`src/rtl/pt_pkg.sv`:
```
package pt_pkg;
    typedef enum logic [2:0] {
        ST_WAIT,
        ST_RISE,
        ST_FALL,
        ST_RISE2,
        ST_MOVE,
        ST_DONE,
        ST_ERR
    } pt_state_e;
endpackage

```
`src/rtl/pt_range_base.sv`:
```
module pt_range_base #(
    parameter int CW   = 10,
    parameter int SPAN = 255
) (
    input  logic                 full,
    output logic signed [CW-1:0] base
);
    localparam logic signed [CW-1:0] FULL_START = -CW'(SPAN);
    localparam logic signed [CW-1:0] HALF_START = '0;

    always_comb base = full ? FULL_START : HALF_START;
endmodule

```
`src/rtl/pt_target_calc.sv`:
```
module pt_target_calc #(
    parameter int CW   = 10,
    parameter int SPAN = 255
) (
    input  logic signed [CW-1:0] ps0,
    input  logic signed [CW-1:0] phase,
    input  logic signed [CW-1:0] duty_q,
    input  logic signed [CW-1:0] skew,
    input  logic signed [CW-1:0] base,
    output logic signed [CW-1:0] duty_now,
    output logic signed [CW:0]   target,
    output logic                 target_ok
);
    localparam logic signed [CW:0] TOP = (CW+1)'(SPAN);

    logic signed [CW:0] base_x;

    always_comb begin
        duty_now  = phase - ps0;
        target    = {duty_q[CW-1], duty_q} + {skew[CW-1], skew};
        base_x    = {base[CW-1], base};
        target_ok = (target >= base_x) && (target <= TOP);
    end
endmodule

```
`src/rtl/phase_trainer.sv`:
```
module phase_trainer
    import pt_pkg::*;
#(
    parameter int CW   = 10,
    parameter int SPAN = 255
) (
    input  logic                 clk,
    input  logic                 rst_n,
    input  logic                 range_full,
    input  logic                 sdr_mode,
    input  logic signed [CW-1:0] skew_k,
    input  logic                 shifter_locked,
    input  logic                 sample,
    input  logic                 step_done,
    output logic                 step_en,
    output logic                 step_up,
    output logic signed [CW-1:0] phase_count,
    output logic signed [CW-1:0] duty_width,
    output logic                 trained,
    output logic                 train_err
);
    localparam logic signed [CW-1:0] LIMIT = CW'(SPAN);
    localparam logic signed [CW-1:0] ONE   = CW'(1);

    typedef struct packed {
        pt_state_e             st;
        logic                  pend;
        logic                  en;
        logic                  up;
        logic                  full;
        logic signed [CW-1:0]  steps;
        logic signed [CW-1:0]  ps0;
        logic signed [CW-1:0]  duty;
    } regs_t;

    regs_t r_d, r_q;

    logic signed [CW-1:0] base;
    logic signed [CW-1:0] phase;
    logic signed [CW:0]   phase_x;
    logic signed [CW-1:0] duty_now;
    logic signed [CW:0]   target;
    logic                 target_ok;

    pt_range_base #(.CW(CW), .SPAN(SPAN)) u_base (
        .full (r_q.full),
        .base (base)
    );

    always_comb begin
        phase   = r_q.steps + base;
        phase_x = {phase[CW-1], phase};
    end

    pt_target_calc #(.CW(CW), .SPAN(SPAN)) u_calc (
        .ps0       (r_q.ps0),
        .phase     (phase),
        .duty_q    (r_q.duty),
        .skew      (skew_k),
        .base      (base),
        .duty_now  (duty_now),
        .target    (target),
        .target_ok (target_ok)
    );

    always_comb begin
        r_d    = r_q;
        r_d.en = 1'b0;
        if (r_q.pend) begin
            if (step_done) begin
                r_d.pend  = 1'b0;
                r_d.steps = r_q.up ? r_q.steps + ONE : r_q.steps - ONE;
            end
        end else begin
            unique case (r_q.st)
                ST_WAIT: begin
                    r_d.full = range_full;
                    if (shifter_locked) begin
                        r_d.en = 1'b1; r_d.up = 1'b1; r_d.pend = 1'b1;
                        r_d.st = ST_RISE;
                    end
                end
                ST_RISE: begin
                    if (sample) begin
                        r_d.ps0 = phase;
                        r_d.st  = ST_FALL;
                    end else if (phase == LIMIT) begin
                        r_d.st = ST_ERR;
                    end else begin
                        r_d.en = 1'b1; r_d.up = 1'b1; r_d.pend = 1'b1;
                    end
                end
                ST_FALL: begin
                    if (!sample) begin
                        if (sdr_mode) begin
                            r_d.st = ST_RISE2;
                        end else begin
                            r_d.duty = duty_now;
                            r_d.st   = ST_MOVE;
                        end
                    end else if (phase == LIMIT) begin
                        r_d.st = ST_ERR;
                    end else begin
                        r_d.en = 1'b1; r_d.up = 1'b1; r_d.pend = 1'b1;
                    end
                end
                ST_RISE2: begin
                    if (sample) begin
                        r_d.duty = duty_now;
                        r_d.st   = ST_MOVE;
                    end else if (phase == LIMIT) begin
                        r_d.st = ST_ERR;
                    end else begin
                        r_d.en = 1'b1; r_d.up = 1'b1; r_d.pend = 1'b1;
                    end
                end
                ST_MOVE: begin
                    if (!target_ok) begin
                        r_d.st = ST_ERR;
                    end else if (phase_x == target) begin
                        r_d.st = ST_DONE;
                    end else begin
                        r_d.en = 1'b1; r_d.up = (target > phase_x); r_d.pend = 1'b1;
                    end
                end
                default: ;
            endcase
        end
    end

    always_ff @(posedge clk or negedge rst_n) begin
        if (!rst_n) begin
            r_q <= '{st: ST_WAIT, pend: 1'b0, en: 1'b0, up: 1'b0, full: 1'b0,
                     steps: '0, ps0: '0, duty: '0};
        end else begin
            r_q <= r_d;
        end
    end

    always_comb begin
        step_en     = r_q.en;
        step_up     = r_q.up;
        phase_count = phase;
        duty_width  = r_q.duty;
        trained     = (r_q.st == ST_DONE);
        train_err   = (r_q.st == ST_ERR);
    end
endmodule

```
`config.mk`:
```
export PLATFORM = sky130hd
export DESIGN_NAME = phase_trainer
export DESIGN_NICKNAME = d
export VERILOG_FILES = /design/src/rtl/pt_pkg.sv /design/src/rtl/pt_range_base.sv /design/src/rtl/pt_target_calc.sv /design/src/rtl/phase_trainer.sv
export SDC_FILE = /design/constraint.sdc
export NUM_CORES = 1
export LEC_CHECK = 0
export BUFFER_PORTS_ARGS = -buffer_cell sky130_fd_sc_hd__buf_2
export CELL_PAD_IN_SITES_DETAIL_PLACEMENT = 0
export CELL_PAD_IN_SITES_GLOBAL_PLACEMENT = 2
export CORE_UTILIZATION = 36
export DETAILED_ROUTE_END_ITERATION = 8
export PLACE_DENSITY = 0.87
export SYNTH_ARGS = -nofsm -noshare
export SYNTH_HDL_FRONTEND = slang
export SYNTH_SLANG_ARGS = --single-unit
```
`constraint.sdc`:
```
create_clock -name clk -period 4.6 [get_ports clk]
set_input_delay 0.46 -clock clk [delete_from_list [all_inputs] [get_ports clk]]
set_output_delay 0.46 -clock clk [all_outputs]
set_load 0.02 [all_outputs]
```
==> results.tsv, run 1 <==
stage	metric	value	unit
setup_path	cp.arrival	3940	ps
setup_path	crit_type	reg -> reg	
logic_synthesis	yosysWarnings	0	
logic_synthesis	ys_ff_latch	37	
setup_path	cp_common_cell	o21ai_0	
route	drt-pass1-iter-count	6	
sta	setup_viol	0	
grt	grt_usage	17.1	%
logic_synthesis	syn_inst	422	
sta	min_period_over_period	81.5	%
setup_path	crit_fanout	5	
final_layout	layout_commonest_cell	ha_1	
setup_path	cpPeakStageDelay	400	ps
flow_run	drv_cap	0	
setup_path	critPathBufInv	0	
clock_network	clkLatencyLatePin	300	ps
route	via_per_inst	5.12	
logic_synthesis	synth.net_count	487	
floorplan	core	9730	um^2
sta	slew_violations	0	
clock_network	postCtsSetupRepairBufs	0	
route	via_count	2976	
route	wl	8240	um
final_layout	final_cell_mix	ha_1 (45), inv_1 (42), buf_2 (40)	
setup_path	cp-start-kind	register	
logic_synthesis	ys.flop_type	dfrtp_1	
clock_network	cts_tree	built	
floorplan	die_x	102	um
sta	period_minus_slack	3750	ps
outcome	violations	design-rule violations	
sta	whs	293	ps
route	wl_met3	219	um
placement	place_hpwl	6460	um
grt	grt_pass1_vias	2835	
floorplan	ios	41	
clock_network	root_buffer	clkbuf_8	
route	routed.top_layer	met4	
route	dr_wl_met2	4020	um
route	wl_met1	3870	um
logic_synthesis	synth_edf_count	0	
grt	grt_pass1_wl	13700	um
setup_path	crit_chain	ha_1 > o21ai_0 > o21bai_1 > a21oi_2 > o21ai_0 > o21ai_0 > o21ai_0 > a21oi_1 > xnor2_1 > ha_1 > o21ai_0 > a31oi_1 > a21oi_1 > a21oi_1 > o32a_1 > and3_4 > o311a_1	
floorplan	fp.dieArea	10400	um^2
grt	antenna_found_initial	0	
placement	io_buffers	40	
route	wl_per_cell	14.2	um
logic_synthesis	synth_area	3590	um^2
setup_path	worst_setup_path_end_kind	register	
final_layout	syn2layout_area_growth	9.07	%
placement	place_congestion	0.897	
clock_network	cts.repair.resized	0	
outcome	outcome	finished with violations	
clock_network	cts_max_level	2	
setup_path	cpMaxStageDelayCell	dfrtp_1	
grt	grt_max_degree	38	
clock_network	ctsHoldBuffers	0	
floorplan	die_h	102	um
logic_synthesis	synth-async-reset-ratio	100	%
sta	setup_tns	0	ps
final_layout	drive_gt1_share	14.3	%
clock_network	cts_sinks	37	
sta	finClkSkew	6.73	ps
route	first_iter_violations	88	
sta	final-hold-violation-count	0	
setup_path	cpLargestDelayFamily	compound AO/OA/AOI/OAI gates	
sta	tightest_slew	902	ps
sta	grt_setup_unrepaired	false	
final_layout	diodes	0	
logic_synthesis	synth-seq-area-share	25.8	%
floorplan	rows	36	
worst_hold_path	min_path_type	in -> async	
floorplan	start_util	36.9	%
logic_synthesis	avgSynthCellArea	8.50	um^2
sta	slew_headroom	39.9	%
clock_network	cts_max_path_buffers	2	
setup_path	critPathRequiredTime	4790	ps
clock_network	clkSlewWorstSetupHoldPaths	80	ps
clock_network	numCtsBuffers	5	
grt	grt_remaining_overflow	0	
route	drc	1	
logic_synthesis	synth.distinct_cells	60	
final_layout	nets	512	
sta	max_clock_freq	267	MHz
route	ant_nets	0	
through the flow:
stage | utilization [%] | std cells | setup slack [ps] | cell area [um^2]
after floorplan | - | 422 | 1240 | 3590
after global placement | 39.4 | 573 | 931 | 3830
after detailed placement | 39.4 | 573 | 787 | 3830
after CTS | 40.2 | 581 | 903 | 3910
after global routing | 40.2 | 581 | 584 | 3910
final | 40.2 | 581 | 849 | 3910
cell usage after synthesis (2+ instances only):
library cell / n / area (um^2)
a21oi_1: 30 / 150
nand3b_1: 2 / 15.0
xor2_1: 10 / 87.6
buf_4: 12 / 90.1
or3_1: 2 / 12.5
or2_2: 2 / 12.5
nand4_1: 8 / 50.1
a22o_1: 2 / 17.5
mux2_2: 4 / 45.0
nor3b_1: 3 / 22.5
o2111ai_1: 3 / 26.3
clkbuf_1: 11 / 41.3
nand2_1: 37 / 139
mux2i_1: 3 / 30.0
and3_1: 3 / 18.8
ha_1: 45 / 563
inv_1: 42 / 158
o211ai_1: 2 / 15.0
o21ai_0: 37 / 185
o21a_1: 6 / 45.0
a21o_1: 12 / 90.1
nand4b_1: 3 / 26.3
fa_1: 3 / 60.1
o22ai_1: 2 / 12.5
a31oi_1: 4 / 25.0
nand2b_1: 2 / 12.5
dfrtp_1: 37 / 926
xnor2_1: 21 / 184
o21bai_1: 8 / 60.1
nor3_1: 10 / 50.1
nand3_1: 9 / 45.0
o21ai_1: 2 / 10.0
o22a_1: 2 / 17.5
nor2_1: 17 / 63.8
routing by layer:
metal  global-route usage, %  up-vias
met5                       0        -
met2                    30.2       49
met4                    5.69        0
met3                    1.93       10
met1                    21.5     1365
li1                        -     1552
area by class of cell:
class,instances,area [um^2]
clock buffer,6,72.6
timing repair buffer,41,208
tap,133,166
inverter,42,158
clock inverter,2,10.0
fill,1030,5820
sequential,37,926
multi-input combinational,320,2370
sequential cells by signal, indices dropped and copies added (netlist names):
name and cells:
r_q 25, step_up 1, duty_width 10, step_en 1
logic make-up after synthesis:
| logic type | share of synthesized area [%] |
|---|---|
| mux | 2.09 |
| flops | 25.8 |
| simple gates | 15.8 |
| fa+ha+maj | 17.7 |
| buf+inv | 8.06 |
| compound gates | 23.0 |
| xor+xnor | 7.57 |
path summary, 6_finish.rpt:
| path | cells past startpoint | from | slack [ps] | endpoint |
|---|---|---|---|---|
| max in group asynchronous | 1 | rst_n | 3760 | duty_width[6] |
| max | 17 | duty_width[3] | 850 | r_q[33] |
| max reg2reg | 17 | duty_width[3] | 850 | r_q[33] |
| min reg2reg | 2 | r_q[18] | 480 | r_q[18] |
| min | 1 | rst_n | 290 | r_q[34] |
| min in group clk | 2 | range_full | 390 | r_q[30] |
worst register-to-register path, cell delays in order (launching register included):
cell and delay, ps:
dfrtp_1 400, ha_1 380, o21ai_0 110, o21bai_1 250, a21oi_2 130, o21ai_0 150
o21ai_0 190, o21ai_0 210, a21oi_1 100, xnor2_1 270, ha_1 320, o21ai_0 90
a31oi_1 100, a21oi_1 120, a21oi_1 60, o32a_1 250, and3_4 230, o311a_1 280
Power of run 1 is not shown: default switching activity piles up to over one toggle a cycle in this logic, so the estimate is an artifact.
==> run 2: changes to the inputs <==
Clock period 4.6 ns to 3.9 ns, I/O delays scaled along.
==> results.tsv, run 2 (synthesis gave the netlist of run 1 again) <==
stage	metric	value	unit	change
route	via_count	2990		+0.47%
setup_path	cp-startpoint	duty_width[0]		
final_layout	largest_register_ffs	25		unchanged
setup_path	crit_fanout	5		unchanged
floorplan	rows	36		unchanged
clock_network	cts_max_level	2		unchanged
clock_network	clkLatencyLatePin	290	ps	about the same
placement	place_congestion	0.890		-0.75%
final_layout	regMostFlops	r_q		
sta	max_clock_freq	273	MHz	+2.6%
final_layout	nFillCells	1032		+0.19%
sta	tightest_slew	912	ps	+10.6 ps
setup_path	cp_common_cell	a21oi_1		
route	first_iter_violations	70		-20%
clock_network	cts_sinks	37		unchanged
outcome	violations	design-rule violations		
setup_path	rr_startpoint	duty_width[0]		
sta	min_period_over_period	93.8	%	+12 points
setup_path	cpMaxStageDelayCell	fa_1		
floorplan	fp.dieArea	10400	um^2	unchanged
sta	period_minus_slack	3660	ps	-94.0 ps
setup_path	worst_setup_path_end_kind	register		
floorplan	die_x	102	um	unchanged
setup_path	cpLargestDelayFamily	compound AO/OA/AOI/OAI gates		
route	wl_per_cell	14.4	um	+1.8%
clock_network	cts_max_path_buffers	2		unchanged
final_layout	nets	514		+0.39%
clock_network	cts_tree	built		
final_layout	fin_util	40.6	%	+0.40 points
grt	grt_remaining_overflow	0		unchanged
grt	grt_usage	17.2	%	+0.17 points
setup_path	cpPeakStageDelay	440	ps	+40 ps
setup_path	cp-start-kind	register		
route	wl	8420	um	+2.2%
placement	place_hpwl	6660	um	+3.1%
route	drc	1		unchanged
final_layout	drive_gt1_share	15.1	%	+0.83 points
setup_path	crit_chain	ha_1 > inv_1 > fa_1 > nor2b_4 > o21a_1 > a21oi_1 > o221ai_2 > nand2_1 > a22o_1 > ha_1 > nand4b_1 > a21oi_1 > a21oi_1 > o32a_1 > and3_4 > o311a_1		
sta	slew_violations	0		unchanged
final_layout	diodes	0		unchanged
floorplan	ios	41		unchanged
floorplan	start_util	36.9	%	unchanged
setup_path	cp.arrival	3840	ps	-100 ps
sta	setup_viol	0		unchanged
route	drt-pass1-iter-count	6		unchanged
final_layout	regArea	926	um^2	unchanged
floorplan	core	9730	um^2	unchanged
flow_run	drv_cap	0		unchanged
final_layout	final_cell_mix	ha_1 (44), inv_1 (42), buf_2 (40)		
sta	slew_headroom	39.2	%	-0.71 points
floorplan	die_h	102	um	unchanged
final_layout	multi_input_area	2390	um^2	+1.0%
sta	final-hold-violation-count	0		unchanged
setup_path	critPathRequiredTime	4080	ps	-710 ps
clock_network	numCtsBuffers	5		unchanged
setup_path	critPathBufInv	1		+1
final_layout	layout_commonest_cell	ha_1		
final_layout	syn2layout_area_growth	10.2	%	
clock_network	root_buffer	clkbuf_8		
placement	io_buffers	40		unchanged
clock_network	clkSlewWorstSetupHoldPaths	80	ps	about the same
setup_path	crit_type	reg -> reg		
grt	grt_pass1_vias	2945		+3.9%
outcome	outcome	finished with violations		
sta	finClkSkew	5.41	ps	-1.32 ps
grt	grt_max_degree	38		unchanged
route	ant_nets	0		unchanged
route	via_per_inst	5.13		+0.13%
grt	antenna_found_initial	0		unchanged
grt	grt_pass1_wl	13900	um	+1.5%
worst_hold_path	min_path_type	in -> async		
## run 2: layer usage
layer	global-route usage, %	share of wire [%]	vias to the layer above
met5	0	0	-
met4	7.25	2.4	0
met2	29.6	48	48
li1	-	-	1547
met1	21.6	47	1379
met3	2.35	2.6	16
## run 2: final cells by class
class | count | share of cell area (%)
multi-input cells | 320 | 60.6
flip-flops and latches | 37 | 23.4
repair buffers | 43 | 5.64
well taps | 133 | 4.21
inverters | 42 | 3.99
clock buffers | 6 | 1.84
clock inverters | 2 | 0.253
## run 2: timing repair
| action | in CTS | in global routing |
|---|---|---|
| setup endpoints to repair | 0 | 5 |
| resized for setup | 0 | 4 |
| buffers inserted | 0 | 1 |
| hold buffers | 0 | 0 |
## run 2: path summary, 6_finish.rpt
check | end | slack (ps) | cells after the start
max | r_q[33] | 240 | 16
min | duty_width[9] | 230 | 1
max reg2reg | r_q[33] | 240 | 16
min reg2reg | r_q[14] | 490 | 2
max in group asynchronous | r_q[22] | 3110 | 1
min in group clk | r_q[30] | 340 | 2
## run 2: worst reg2reg max path, cell delays in order, from the launching register on
cell and delay, ps:
dfrtp_1 370, ha_1 200, inv_1 60, fa_1 440, nor2b_4 150, o21a_1 110
a21oi_1 90, o221ai_2 300, nand2_1 90, a22o_1 240, ha_1 340, nand4b_1 120
a21oi_1 170, a21oi_1 90, o32a_1 250, and3_4 220, o311a_1 290
## run 2: stage by stage
stage                     area, um^2  hold slack (ps)  setup WS [ps]  setup TNS (ps)  std cells
after floorplan                 3590             94.4            615               0        422
after global placement          3840              461            300               0        574
after detailed placement        3840              472            149               0        574
after CTS                       3920              262            208               0        582
after global routing            3950              300          -25.8           -41.0        583
final                           3950              228            244               0        583
Power of run 2 is left out for the same reason.
